===== src/rtl/crg_pkg.sv =====
package crg_pkg;
  typedef enum logic [1:0] {
    CRG_WAIT  = 2'd0,
    CRG_COUNT = 2'd1,
    CRG_READY = 2'd2
  } crg_state_e;
endpackage


===== src/rtl/crg_rst_sync.sv =====
module crg_rst_sync #(
  parameter int STAGES = 2
) (
  input  logic clk,
  input  logic arst_n,
  output logic sync_n
);
  logic [STAGES-1:0] pipe;

  generate
    if (STAGES == 1) begin : g_one
      always_ff @(posedge clk or negedge arst_n) begin
        if (!arst_n) pipe <= '0;
        else         pipe <= 1'b1;
      end
    end else begin : g_chain
      always_ff @(posedge clk or negedge arst_n) begin
        if (!arst_n) pipe <= '0;
        else         pipe <= {pipe[STAGES-2:0], 1'b1};
      end
    end
  endgenerate

  assign sync_n = pipe[STAGES-1];
endmodule


===== src/rtl/crg_ready_fsm.sv =====
module crg_ready_fsm
  import crg_pkg::*;
#(
  parameter int DELAY_CYC = 6
) (
  input  logic clk,
  input  logic arst_n,
  input  logic rst_ok,
  input  logic cfg_done,
  input  logic io_release,
  input  logic part_cfg,
  output logic ready
);
  localparam int CW = $clog2(DELAY_CYC + 1);
  localparam logic [CW-1:0] LAST = CW'(DELAY_CYC - 1);

  crg_state_e state, state_nx;
  logic [CW-1:0] cnt, cnt_nx;
  logic qual, full_cfg;

  assign qual     = cfg_done & io_release & rst_ok;
  assign full_cfg = ~cfg_done & ~io_release & ~part_cfg;

  always_comb begin
    state_nx = state;
    cnt_nx   = cnt;
    case (state)
      CRG_WAIT: begin
        cnt_nx = '0;
        if (qual) begin
          if (LAST == '0) state_nx = CRG_READY;
          else begin
            state_nx = CRG_COUNT;
            cnt_nx   = CW'(1);
          end
        end
      end
      CRG_COUNT: begin
        if (!qual) begin
          state_nx = CRG_WAIT;
          cnt_nx   = '0;
        end else if (cnt == LAST) begin
          state_nx = CRG_READY;
          cnt_nx   = '0;
        end else begin
          cnt_nx = cnt + CW'(1);
        end
      end
      CRG_READY: begin
        cnt_nx = '0;
        if (full_cfg) state_nx = CRG_WAIT;
      end
      default: begin
        state_nx = CRG_WAIT;
        cnt_nx   = '0;
      end
    endcase
  end

  always_ff @(posedge clk or negedge arst_n) begin
    if (!arst_n) begin
      state <= CRG_WAIT;
      cnt   <= '0;
    end else begin
      state <= state_nx;
      cnt   <= cnt_nx;
    end
  end

  assign ready = (state == CRG_READY);

  // readiness only appears after an edge that saw all qualifiers high
  p_rise_qualified_r3: assert property (@(posedge clk) disable iff (!arst_n)
    $rose(ready) |-> $past(cfg_done && io_release && rst_ok));

  // the run counter never passes its final value
  p_cnt_range_r3: assert property (@(posedge clk) disable iff (!arst_n)
    cnt <= LAST);

  // an interrupted count starts over
  p_restart_r4: assert property (@(posedge clk) disable iff (!arst_n)
    (!ready && !(cfg_done && io_release && rst_ok)) |=> (cnt == '0 && !ready));

  // full reconfiguration drops readiness
  p_full_drop_r5: assert property (@(posedge clk) disable iff (!arst_n)
    (ready && !cfg_done && !io_release && !part_cfg) |=> !ready);

  // partial reconfiguration keeps readiness
  p_partial_keep_r6: assert property (@(posedge clk) disable iff (!arst_n)
    (ready && part_cfg) |=> ready);
endmodule


===== src/rtl/crg_safe_gate.sv =====
module crg_safe_gate #(
  parameter int   W         = 8,
  parameter logic FORCE_VAL = 1'b1
) (
  input  logic         hold,
  input  logic [W-1:0] din,
  output logic [W-1:0] dout
);
  generate
    for (genvar i = 0; i < W; i++) begin : g_bit
      assign dout[i] = hold ? FORCE_VAL : din[i];
    end
  endgenerate
endmodule


===== src/rtl/core_ready_gen.sv =====
module core_ready_gen #(
  parameter int DELAY_CYC   = 6,
  parameter int SYNC_STAGES = 2,
  parameter int LBUS_W      = 16,
  parameter int STRB_W      = 5
) (
  input  logic              clk,
  input  logic              gbl_rst_n,
  input  logic              cfg_done,
  input  logic              io_release,
  input  logic              part_cfg,
  input  logic [LBUS_W-1:0] lbus_in,
  input  logic [STRB_W-1:0] strobe_in,
  output logic              core_ready,
  output logic              core_rst,
  output logic              lbus_hold,
  output logic              strb_hold,
  output logic [LBUS_W-1:0] lbus_out,
  output logic [STRB_W-1:0] strobe_out
);
  logic rst_ok;
  logic ready;
  logic not_ready;

  crg_rst_sync #(.STAGES(SYNC_STAGES)) u_sync (
    .clk    (clk),
    .arst_n (gbl_rst_n),
    .sync_n (rst_ok)
  );

  crg_ready_fsm #(.DELAY_CYC(DELAY_CYC)) u_fsm (
    .clk        (clk),
    .arst_n     (gbl_rst_n),
    .rst_ok     (rst_ok),
    .cfg_done   (cfg_done),
    .io_release (io_release),
    .part_cfg   (part_cfg),
    .ready      (ready)
  );

  assign not_ready  = ~ready;
  assign core_ready = ready;
  assign core_rst   = not_ready;
  assign lbus_hold  = not_ready;
  assign strb_hold  = not_ready;

  crg_safe_gate #(.W(LBUS_W), .FORCE_VAL(1'b1)) u_lbus_gate (
    .hold (lbus_hold),
    .din  (lbus_in),
    .dout (lbus_out)
  );

  crg_safe_gate #(.W(STRB_W), .FORCE_VAL(1'b0)) u_strb_gate (
    .hold (strb_hold),
    .din  (strobe_in),
    .dout (strobe_out)
  );

  // safe state on the outputs whenever the core is not ready
  p_safe_outputs_r8: assert property (@(posedge clk) disable iff (!gbl_rst_n)
    !core_ready |-> ((&lbus_out) && !(|strobe_out)));

  // pass-through once ready
  p_pass_through_r8: assert property (@(posedge clk) disable iff (!gbl_rst_n)
    core_ready |-> (lbus_out == lbus_in && strobe_out == strobe_in));
endmodule


===== config.mk =====
export PLATFORM = sky130hd
export DESIGN_NAME = core_ready_gen
export DESIGN_NICKNAME = d
export VERILOG_FILES = /design/src/rtl/crg_pkg.sv /design/src/rtl/crg_rst_sync.sv /design/src/rtl/crg_ready_fsm.sv /design/src/rtl/crg_safe_gate.sv /design/src/rtl/core_ready_gen.sv
export SDC_FILE = /design/constraint.sdc
export NUM_CORES = 1
export LEC_CHECK = 0
export ABC_AREA = 1
export BUFFER_PORTS_ARGS = -buffer_cell sky130_fd_sc_hd__buf_2
export CAP_MARGIN = 10
export CORE_MARGIN = 5
export CORE_UTILIZATION = 25
export CTS_BUF_LIST = sky130_fd_sc_hd__clkbuf_8
export DETAILED_ROUTE_END_ITERATION = 8
export SYNTH_ARGS = -nofsm -noshare
export SYNTH_HDL_FRONTEND = slang
export SYNTH_HIERARCHICAL = 1
export SYNTH_SLANG_ARGS = --single-unit

===== constraint.sdc =====
create_clock -name clk -period 1.1 [get_ports clk]
set_clock_uncertainty 0.1 [all_clocks]
set_input_delay 0.055 -clock clk [delete_from_list [all_inputs] [get_ports clk]]
set_output_delay 0.055 -clock clk [all_outputs]
set_load 0.005 [all_outputs]

# Word-level counts from Yosys, hierarchy flattened
# Index checks and enable logic that the tools add are counted.
dict set report word_totals {
  register_bits 7
  inputBits 26
  wordCells 50
}
dict set report classes {
  add_sub_neg 1
  eq_ne 6
  mux 30
  bitwise 8
  reduce_logical 2
}
# op n
set ops {}
lappend ops {{$mux 1} 22}
lappend ops {{$mux 2} 4}
lappend ops {{$mux 3} 2}
lappend ops {{$pmux 2 s3} 1}
lappend ops {{$pmux 3 s2} 1}
lappend ops {{$and 1x1->1} 4}
lappend ops {{$ne 2x1->1 const B} 2}
lappend ops {{$not 1->1} 4}
lappend ops {{$add 3x1->3 const B} 1}
lappend ops {{$eq 3x3->1 const B} 1}
lappend ops {{$ne 3x3->1 const B} 1}
lappend ops {{$reduce_and 3->1} 1}
lappend ops {{$eq 2x1->1 const B} 1}
lappend ops {{$eq 2x2->1 const B} 1}
lappend ops {{$logic_not 2->1} 1}

# Longest topological paths before layout
# Gate-level depths: netlist of the first run.
dict set report depth {
  depth_word 5
  depth_mapped 6
  depth_no_buf 5
}

# Hierarchy
# The synthesis of the first run kept the hierarchy.
# mod instances cells_each area_each_um2
set by_module_without_submodules {}
lappend by_module_without_submodules {crg_ready_fsm 1 31 254.0}
lappend by_module_without_submodules {{crg_safe_gate (u_lbus_gate)} 1 34 135.1}
lappend by_module_without_submodules {crg_rst_sync 1 3 53.8}
lappend by_module_without_submodules {{crg_safe_gate (u_strb_gate)} 1 10 37.5}
lappend by_module_without_submodules {core_ready_gen 1 3 18.8}

# Least setup slack after synthesis of the first run
# No wires, ideal clock.
dict set report synth_path {
  path_type {register to output}
  start {reg u_fsm.state[0]}
  end {out lbus_out[0]}
  t_arrival_ns 1.065
  t_required_ns 0.945
  setup_slack_ns -0.120
  stages_incl_launch_ff 6
  path_buffers 1
  path_cell_list {dfrtp_1 > nor2_1 > inv_1 > inv_2 > buf_6 > nand2_1}
}
dict set report synth_between {
  elab_chain_len 2
}
# item line
set synth_lines {}
lappend synth_lines {{start: declaration} crg_ready_fsm.sv:17} ;# crg_state_e state, state_nx;
lappend synth_lines {{start signal: assignment} crg_ready_fsm.sv:65} ;# state <= state_nx;
lappend synth_lines {{$eq 2x2->1} crg_ready_fsm.sv:70} ;# assign ready = (state == CRG_READY);
lappend synth_lines {{named net core_ready} core_ready_gen.sv:14} ;# output logic core_ready,
lappend synth_lines {{$mux 1} crg_safe_gate.sv:11} ;# assign dout[i] = hold ? FORCE_VAL : din[i];
lappend synth_lines {{end: declaration} core_ready_gen.sv:18} ;# output logic [LBUS_W-1:0] lbus_out,
# The timed path passes the listed nets, and every way through them passes these cells.

# Final worst setup path of the first run
dict set report layout_path {
  start {reg u_fsm.state[1]}
  end {out strobe_out[2]}
}
dict set report layout_between {
  elab_chain_len 2
}
# item line
set layout_lines {}
lappend layout_lines {{$eq 2x2->1} crg_ready_fsm.sv:70}
lappend layout_lines {{$mux 1} crg_safe_gate.sv:11}
lappend layout_lines {{end: declaration} core_ready_gen.sv:19} ;# output logic [STRB_W-1:0] strobe_out
# No other way between the ends.

==> results_dict.tcl, run 1 <==
set metrics [dict create \
    cts_tree "done" \
    finalCriticalPeriod_ns 1.27 \
    crit_buf_inv 4 \
    clockPowerShare_pct 49.3 \
    synth-main-ff-cell "dfrtp_1" \
    viasPerCell 3.92 \
    num_vias 651 \
    combPwrFrac_pct 12.3 \
    maxCapViolations 0 \
    final_max_slew_viol_count 0 \
    synth_top_area_share_pct 35.1 \
    n_antenna_cell 0 \
    p_sw_share_pct 21.4 \
    synth_area_um2 499 \
    synth_most_common_cell "inv_1" \
    nets 166 \
    cts_max_path_buffers 2 \
    synthCells 81 \
    required_ns 0.94 \
    avgSynthCellArea_um2 6.16 \
    crit_chain "inv_2 > nor2_4 > inv_4 > buf_6 > nor2_1 > buf_2" \
    drc_errors 0 \
    wl_mm 1.55 \
    design_area_um2 918 \
    die_h_um 54.7 \
    synth_largest_area_cell "dfrtp_1" \
    yosys_warnings 6 \
    crit_path_max_fanout 5 \
    grt_pass1_wl_mm 1.93 \
    drive_gt1_share_pct 51.8 \
    avgRoutedWirePerCell_um 9.31 \
    switching_power_mw 0.151 \
    area_growth_pct 84.0 \
    rsz0062_at_grt "true" \
    seqCellArea_um2 175 \
    firstDrtPassIters 2 \
    routabilityCongestion 0.746 \
    ys_top_cells_by_area "dfrtp_1 (35%), inv_1 (19%), nand2_1 (15%), nor2_1 (7.5%), buf_4 (3.0%)" \
    core.rowCount 16 \
    synth-edff-count 0 \
    final-setup-viol-count 25 \
    ios 51 \
    p_leak_nw 0.538 \
    critPathArrivalTime_ns 1.12 \
    cts_buffers 3 \
    synthTopCellsByCount "inv_1 (25), nand2_1 (20), nor2_1 (10)" \
    dp_hpwl_mm 1.26 \
    htree_levels 1 \
    violations "negative setup slack" \
    cp-end-kind "primary output" \
    cpPeakStageDelay_ns 0.34 \
    crit_family "buffers and inverters" \
    hp-class "in -> reg" \
    slowest_stage "dfrtp_1" \
    ys_ff_latch 7 \
    yosysUniqueCellTypes 16 \
    power.total_mw 0.704 \
    setup.worst_path.class "reg -> out" \
    grt-ovfl-total 0 \
    p_seq_share_pct 38.4 \
    critPathLaunchType "flip-flop" \
    p_int_mw 0.553 \
    n_fill_cell 202 \
    grt_pass1_vias 469 \
    finalHoldViolCount 0 \
    numPortBuffers 50 \
    start_util_pct 25.7 \
    syn-num-nets 107 \
    coreArea_um2 1940 \
    fmax_mhz 785 \
    finalCritPeriodShare_pct 116 \
    chipWidth_um 54.7 \
    insertion_delay_ns 0.23 \
    cts_sinks 7 \
    grt_max_degree 17 \
    status "complete, but fails checks" \
    async_reset_ff_share_pct 100 \
    power_density_nw_per_um2 767 \
    whs_ns 0.0247 \
    multi_input_area_um2 216 \
    place_area_um2 802 \
    antenna_found_initial 0 \
    final_antenna_net_count 0 \
    vdd.ir_drop.worst_mv 0.597 \
    seq_area_frac_synth_pct 35.1 \
    grtUsageTotal_pct 9.08 \
    drtIter0Drc 6 \
    cts-root-buf "clkbuf_8" \
    path_clk_slew_ns 0.04 \
    die-area_um2 2990 \
    fin_ws_ns -0.174 \
]
through the flow:
stage	TNS, ns	setup WS (ns)	cells	utilization, %
6_report	-3.35	-0.174	166	47.3
4_1_cts	-4.31	-0.211	167	45.8
3_3_place_gp	-0.0117	-0.00783	160	41.3
2_1_floorplan	0	0.0145	81	-
5_1_grt	-5.22	-0.245	166	47.3
3_5_place_dp	-0.140	-0.0331	160	41.3
cell usage in the layout, fill, tap and decap left out:
| master | synthesis | routed |
|---|---|---|
| nand4_1 | 1 | 1 |
| inv_6 | 0 | 1 |
| inv_1 | 25 | 25 |
| buf_2 | 0 | 47 |
| nand2_2 | 2 | 2 |
| o21ai_0 | 2 | 2 |
| buf_4 | 2 | 4 |
| dfrtp_1 | 7 | 7 |
| clkbuf_8 | 0 | 3 |
| nand2_1 | 20 | 20 |
| o21ai_2 | 1 | 1 |
| dlygate4sd3_1 | 0 | 1 |
| a211oi_1 | 1 | 1 |
| inv_2 | 4 | 3 |
| buf_6 | 1 | 5 |
| nand3_1 | 2 | 2 |
| conb_1 | 1 | 1 |
| nor2_1 | 10 | 7 |
| inv_4 | 0 | 1 |
| nor2_4 | 1 | 5 |
worst register-to-register path: stages (launching register included):
cell and delay, ns:
dfrtp_1 0.40, buf_4 0.16, inv_2 0.07, nor2_4 0.03
nand2_2 0.07, nor2_1 0.05
final cells by class:
| cell class | count | share of cell area (%) |
|---|---|---|
| Clock buffer | 3 | 4.50 |
| Clock inverter | 1 | 0.409 |
| Inverter | 29 | 12.7 |
| Multi-Input combinational cell | 42 | 23.6 |
| Sequential cell | 7 | 19.1 |
| Tap cell | 27 | 3.68 |
| Timing Repair Buffer | 57 | 36.1 |
path summary, 6_finish.rpt:
| path | startpoint | to | slack [ns] | cells after the start |
|---|---|---|---|---|
| min reg2reg | u_sync/pipe[0]$_DFF_PN0_ | u_sync/pipe[1]$_DFF_PN0_ | 0.25 | 0 |
| max | u_fsm/state[1]$_DFFE_PN0P_ | strobe_out[2] | -0.17 | 6 |
| min | part_cfg | u_fsm/state[1]$_DFFE_PN0P_ | 0.02 | 5 |
| max in group asynchronous | gbl_rst_n | u_fsm/state[1]$_DFFE_PN0P_ | 0.66 | 2 |
| max reg2reg | u_fsm/state[0]$_DFFE_PN0P_ | u_fsm/cnt[2]$_DFF_PN0_ | 0.11 | 5 |
| min in group asynchronous | gbl_rst_n | u_fsm/cnt[2]$_DFF_PN0_ | 0.09 | 2 |
registers in the layout, summed over array words and instances, names as in the netlist:
name / cells
u_fsm/state: 2
u_sync/pipe: 2
u_fsm/cnt: 3
cells by family after synthesis:
kind of cell           Yosys count  synth area share (%)
AOI/OAI and AO/OA                4                  5.26
buffers and inverters           32                  27.1
DFF                              7                  35.1
other                            1                 0.751
and+or+nand+nor                 37                  31.8
per-layer routing:
metal,GRT usage (%),vias up,part of all wire (%)
li1,-,337,-
met2,16.7,40,47
met5,0,-,0
met1,8.03,274,32
met3,3.27,0,21
met4,6.22,0,0
repair_timing:
action,CTS,global route
gates resized for setup,6,7
pin swaps,4,3
hold buffers,1,0
setup endpoints to repair,25,29
setup buffers,2,1
hold endpoints to repair,7,0
power by group through the flow:
stage / sequential [mW] / clock [mW] / combinational, mW
detailed placement: 0.274 / 0 / 0.0805
floorplan: 0.274 / 0 / 0.0263
global placement: 0.274 / 0 / 0.0779
finish: 0.271 / 0.347 / 0.0864
global route: 0.271 / 0.383 / 0.0983
CTS: 0.271 / 0.363 / 0.0838
No activity file was read; power rests on OpenSTA's default activity.
==> run 2: changes to the inputs <==
CORE_ASPECT_RATIO = 0.75   (was unset)
==> results_dict.tcl, run 2 (synthesis gave the netlist of run 1 again) <==
set metrics [dict create \
    cts_tree "done" \
    crit_chain "inv_2 > nor2_4 > inv_2 > buf_6 > nor2_4 > buf_2" \
    top_regs "u_fsm/cnt (3), u_fsm/state (2), u_sync/pipe (2)" \
    cp-end-kind "primary output" \
    crit_path_max_fanout 8 \
    combPwrFrac_pct 12.2 \
    area_growth_pct 84.2 \
    fin_util_pct 46.9 \
    insertion_delay_ns 0.23 \
    final_antenna_net_count 0 \
    p_int_mw 0.555 \
    die-area_um2 3000 \
    multi_input_area_um2 229 \
    place_area_um2 791 \
    n_fill_cell 207 \
    power_density_nw_per_um2 785 \
    p_seq_share_pct 37.5 \
    critPathArrivalTime_ns 1.13 \
    wl_mm 1.49 \
    p_sw_share_pct 23.2 \
    maxCapViolations 0 \
    start_util_pct 25.4 \
    dp_hpwl_mm 1.16 \
    cpPeakStageDelay_ns 0.35 \
    antenna_found_initial 0 \
    drive_gt1_share_pct 55.0 \
    drc_errors 0 \
    cts-root-buf "clkbuf_8" \
    p_leak_nw 0.537 \
    cts_sinks 7 \
    avgRoutedWirePerCell_um 9.10 \
    coreArea_um2 1960 \
    clockPowerShare_pct 50.3 \
    finalCritPeriodShare_pct 117 \
    grt-ovfl-total 0 \
    cts_max_path_buffers 2 \
    finalHoldViolCount 0 \
    fmax_mhz 776 \
    required_ns 0.94 \
    final_cell_mix "buf_2 (49), inv_1 (25), nand2_1 (20), dfrtp_1 (7)" \
    switching_power_mw 0.167 \
    num_vias 649 \
    numPortBuffers 50 \
    vdd.ir_drop.worst_mv 0.548 \
    setup.worst_path.class "reg -> out" \
    layout_commonest_cell "buf_2" \
    design_area_um2 920 \
    drtIter0Drc 4 \
    largest_reg_flops 3 \
    routabilityCongestion 0.677 \
    grt_max_degree 17 \
    status "complete, but fails checks" \
    finalCriticalPeriod_ns 1.29 \
    n_antenna_cell 0 \
    cts_buffers 3 \
    grtUsageTotal_pct 10.1 \
    final_max_slew_viol_count 0 \
    die_h_um 48.7 \
    chipWidth_um 61.6 \
    hp-class "in -> reg" \
    grt_pass1_wl_mm 2.21 \
    seqCellArea_um2 175 \
    max_flop_register "u_fsm/cnt" \
    grt_pass1_vias 536 \
    final-setup-viol-count 25 \
    htree_levels 1 \
    firstDrtPassIters 4 \
    ios 51 \
    path_clk_slew_ns 0.04 \
    rsz0062_at_grt "true" \
    fin_ws_ns -0.189 \
    slowest_stage "dfrtp_1" \
    violations "negative setup slack" \
    viasPerCell 3.96 \
    nets 167 \
    core.rowCount 14 \
    critPathLaunchType "flip-flop" \
]
-- run 2: changes by cell type in the layout (fill, tap and decap cells not counted), moves of 2 or more --
cell	before	now
buf_2	47	49
buf_6	5	3
nor2_1	7	4
nor2_2	0	3
-- run 2: power by group through the flow --
stage	combinational (mW)	sequential (mW)	clock [mW]
6_report	0.0880	0.271	0.363
5_1_grt	0.101	0.272	0.390
2_1_floorplan	0.0263	0.274	0
3_5_place_dp	0.0793	0.274	0
3_3_place_gp	0.0778	0.274	0
4_1_cts	0.0827	0.271	0.374
-- run 2: area by class of cell --
type                            count  share of cell area (%)
Tap cell                           24                    3.27
Clock inverter                      1                   0.408
Timing Repair Buffer               58                    35.5
Inverter                           29                    12.4
Clock buffer                        3                    4.49
Sequential cell                     7                    19.0
Multi-Input combinational cell     42                    24.9
-- run 2: stage by stage --
stage | setup TNS [ns] | hold WS (ns) | power (mW) | setup slack, ns | instances
CTS | -4.51 | 0.000240 | 0.728 | -0.204 | 162
floorplan | 0 | -0.341 | 0.300 | 0.0145 | 81
global placement | 0 | -0.207 | 0.352 | 0.0210 | 156
global route | -5.91 | 0.0476 | 0.763 | -0.260 | 164
finish | -4.02 | 0.00419 | 0.722 | -0.189 | 164
detailed placement | 0 | -0.202 | 0.353 | 0.000663 | 156
-- run 2: critical path: cells and delay by family (launching register included) --
kind,cells,cell delay [ns]
buffers and inverters,4,0.37
DFF,1,0.35
and+or+nand+nor,2,0.18
-- run 2: path summary, 6_finish.rpt --
check                                                start                         end  slack, ns  depth (start not counted)
worst max-delay path            u_fsm/state[1]$_DFFE_PN0P_               strobe_out[2]      -0.19                          6
max in group asynchronous                        gbl_rst_n  u_fsm/state[1]$_DFFE_PN0P_       0.64                          2
worst min register to register    u_sync/pipe[0]$_DFF_PN0_    u_sync/pipe[1]$_DFF_PN0_       0.25                          0
min in group asynchronous                        gbl_rst_n      u_fsm/cnt[0]$_DFF_PN0_       0.10                          2
worst max register to register  u_fsm/state[1]$_DFFE_PN0P_      u_fsm/cnt[1]$_DFF_PN0_       0.02                          5
worst min-delay path                              part_cfg  u_fsm/state[1]$_DFFE_PN0P_      0.004                          5
-- run 2: timing repair --
item | CTS | global route
gates resized for setup | 3 | 12
hold buffers | 1 | 0
buffers inserted | 2 | 2
pin swaps | 5 | 3
hold endpoints to repair | 7 | 0
endpoints found under the setup margin | 25 | 25
-- run 2: metal layers --
layer	up-vias	GRT usage (%)	routed length, um	part of all wire, %
met5	-	0	0	0
met2	29	16.2	766	51
met1	279	10.4	487	33
met3	5	5.05	210	14
li1	336	-	-	-
met4	0	5.30	27	1.8
==> run 3: changes to the inputs <==
CORE_MARGIN = unset   (was 5)
==> results_dict.tcl, run 3 (synthesis gave the netlist of run 1 again) <==
set metrics [dict create \
    status "complete, but fails checks" \
    violations "negative setup slack" \
    final_antenna_net_count 0 \
    die_h_um 40.7 \
    crit_buf_inv 4 \
    grtUsageTotal_pct 11.0 \
    dp_cells 153 \
    layout_commonest_cell "buf_2" \
    final-setup-viol-count 30 \
    numPortBuffers 50 \
    n_antenna_cell 0 \
    cts_buffers 3 \
    required_ns 0.94 \
    hp-start "cfg_done" \
    ff2ff_path_depth 7 \
    dp_hpwl_mm 1.08 \
    grt_max_degree 17 \
    final_cell_mix "buf_2 (46), inv_1 (25), nand2_1 (20), dfrtp_1 (7)" \
    p_seq_share_pct 38.2 \
    max_flop_register "u_fsm/cnt" \
    chipWidth_um 53.6 \
    power_density_nw_per_um2 736 \
    vdd.ir_drop.worst_mv 0.960 \
    cts_max_path_buffers 2 \
    cpPeakStageDelay_ns 0.35 \
    drc_errors 0 \
    grt-ovfl-total 0 \
    htree_levels 1 \
    fin_util_pct 53.4 \
    combPwrFrac_pct 14.0 \
    p_sw_share_pct 21.1 \
    path_clk_slew_ns 0.04 \
    switching_power_mw 0.149 \
    cts-root-buf "clkbuf_8" \
    viasPerCell 3.83 \
    hp-class "in -> reg" \
    wl_mm 1.34 \
    cts_tree "done" \
    insertion_delay_ns 0.22 \
    cp.depth 6 \
    critPathArrivalTime_ns 1.14 \
    crit_path_max_fanout 8 \
    top_regs "u_fsm/cnt (3), u_fsm/state (2), u_sync/pipe (2)" \
    worstHoldPathCells 3 \
    firstDrtPassIters 2 \
    routabilityCongestion 0.686 \
    drtIter0Drc 3 \
    avgRoutedWirePerCell_um 8.25 \
    finalCriticalPeriod_ns 1.29 \
    whs_ns 0.0316 \
    setup.worst_path.class "reg -> out" \
    p_leak_nw 0.555 \
    antenna_found_initial 0 \
    finalCritPeriodShare_pct 118 \
    startpoint "u_fsm/state[1]$_DFFE_PN0P_" \
    fmax_mhz 773 \
    largest_reg_flops 3 \
    grt_pass1_wl_mm 1.63 \
    core.rowCount 13 \
    clockPowerShare_pct 47.8 \
    maxCapViolations 0 \
    ios 51 \
    p_int_mw 0.560 \
    nets 167 \
    start_util_pct 27.7 \
    area_growth_pct 93.0 \
    power.total_mw 0.709 \
    cts_sinks 7 \
    drive_gt1_share_pct 56.4 \
    grt_pass1_vias 410 \
    n_fill_cell 167 \
    rsz0062_at_grt "true" \
    cp-end-kind "primary output" \
    slowest_stage "dfrtp_1" \
    finalHoldViolCount 0 \
    fin_cells 162 \
    rr_startpoint "u_fsm/state[0]$_DFFE_PN0P_" \
    num_vias 620 \
    coreArea_um2 1810 \
    die-area_um2 2180 \
    dp_slack_ns -0.0258 \
    critPathLaunchType "flip-flop" \
    crit_chain "inv_2 > nor2_4 > inv_4 > buf_12 > nor2_2 > buf_2" \
    fin_ws_ns -0.194 \
    crit_family "buffers and inverters" \
    final_max_slew_viol_count 0 \
]
run 3: cell types whose count changed in the layout (fill, tap and decap cells not counted), moves of 2 or more:
| cell | previous run | this run |
|---|---|---|
| nor2_1 | 4 | 2 |
| inv_4 | 0 | 2 |
| inv_2 | 4 | 2 |
| buf_2 | 49 | 46 |
| buf_6 | 3 | 6 |
run 3: final timing paths:
kind                                         endpoint  slack, ns
setup / recovery                        strobe_out[0]      -0.19
hold / removal                 u_fsm/cnt[0]$_DFF_PN0_       0.03
setup reg to reg           u_fsm/state[0]$_DFFE_PN0P_      -0.12
hold reg to reg              u_sync/pipe[1]$_DFF_PN0_       0.24
max in group asynchronous      u_fsm/cnt[1]$_DFF_PN0_       0.66
min in group asynchronous      u_fsm/cnt[0]$_DFF_PN0_       0.09
run 3: power by group through the flow:
stage / registers (mW) / clock network [mW] / logic (mW)
floorplan: 0.274 / 0 / 0.0263
global placement: 0.274 / 0 / 0.0796
detailed placement: 0.274 / 0 / 0.0820
CTS: 0.270 / 0.352 / 0.0915
global route: 0.271 / 0.362 / 0.113
finish: 0.271 / 0.339 / 0.0990
run 3: per-stage QoR:
stage          instance area [um^2]  TNS [ns]
2_1_floorplan                   507         0
3_3_place_gp                    793         0
3_5_place_dp                    793    -0.256
4_1_cts                         907     -4.17
5_1_grt                         963     -5.83
6_report                        963     -4.13
run 3: layer usage:
metal  share of wire (%)  track usage, %
met5                   0               0
met4                   0            3.95
met2                  50            21.6
met1                  43            11.3
met3                 7.0            3.33
run 3: worst register-to-register path, stage by stage (launching register included):
cell and delay [ns]:
dfrtp_1 0.40, buf_4 0.14, buf_6 0.10, buf_6 0.12, inv_4 0.05, nor2_2 0.03
nand2_2 0.10, o21ai_2 0.06
run 3: timing repair:
action | CTS | global route
endpoints found under the hold margin | 7 | 0
hold buffers | 1 | 0
resized for setup | 11 | 11
buffers inserted | 2 | 2
endpoints found under the setup margin | 24 | 29
pin swaps | 8 | 2
run 3: cell type report:
cell class / instances / area (um^2) / area share, %
multi-input combinational: 42 / 239 / 24.8
tap: 22 / 27.5 / 2.86
clock inverter: 1 / 3.75 / 0.390
clock buffer: 3 / 41.3 / 4.29
sequential: 7 / 175 / 18.2
inverter: 29 / 119 / 12.3
timing repair buffer: 58 / 358 / 37.1
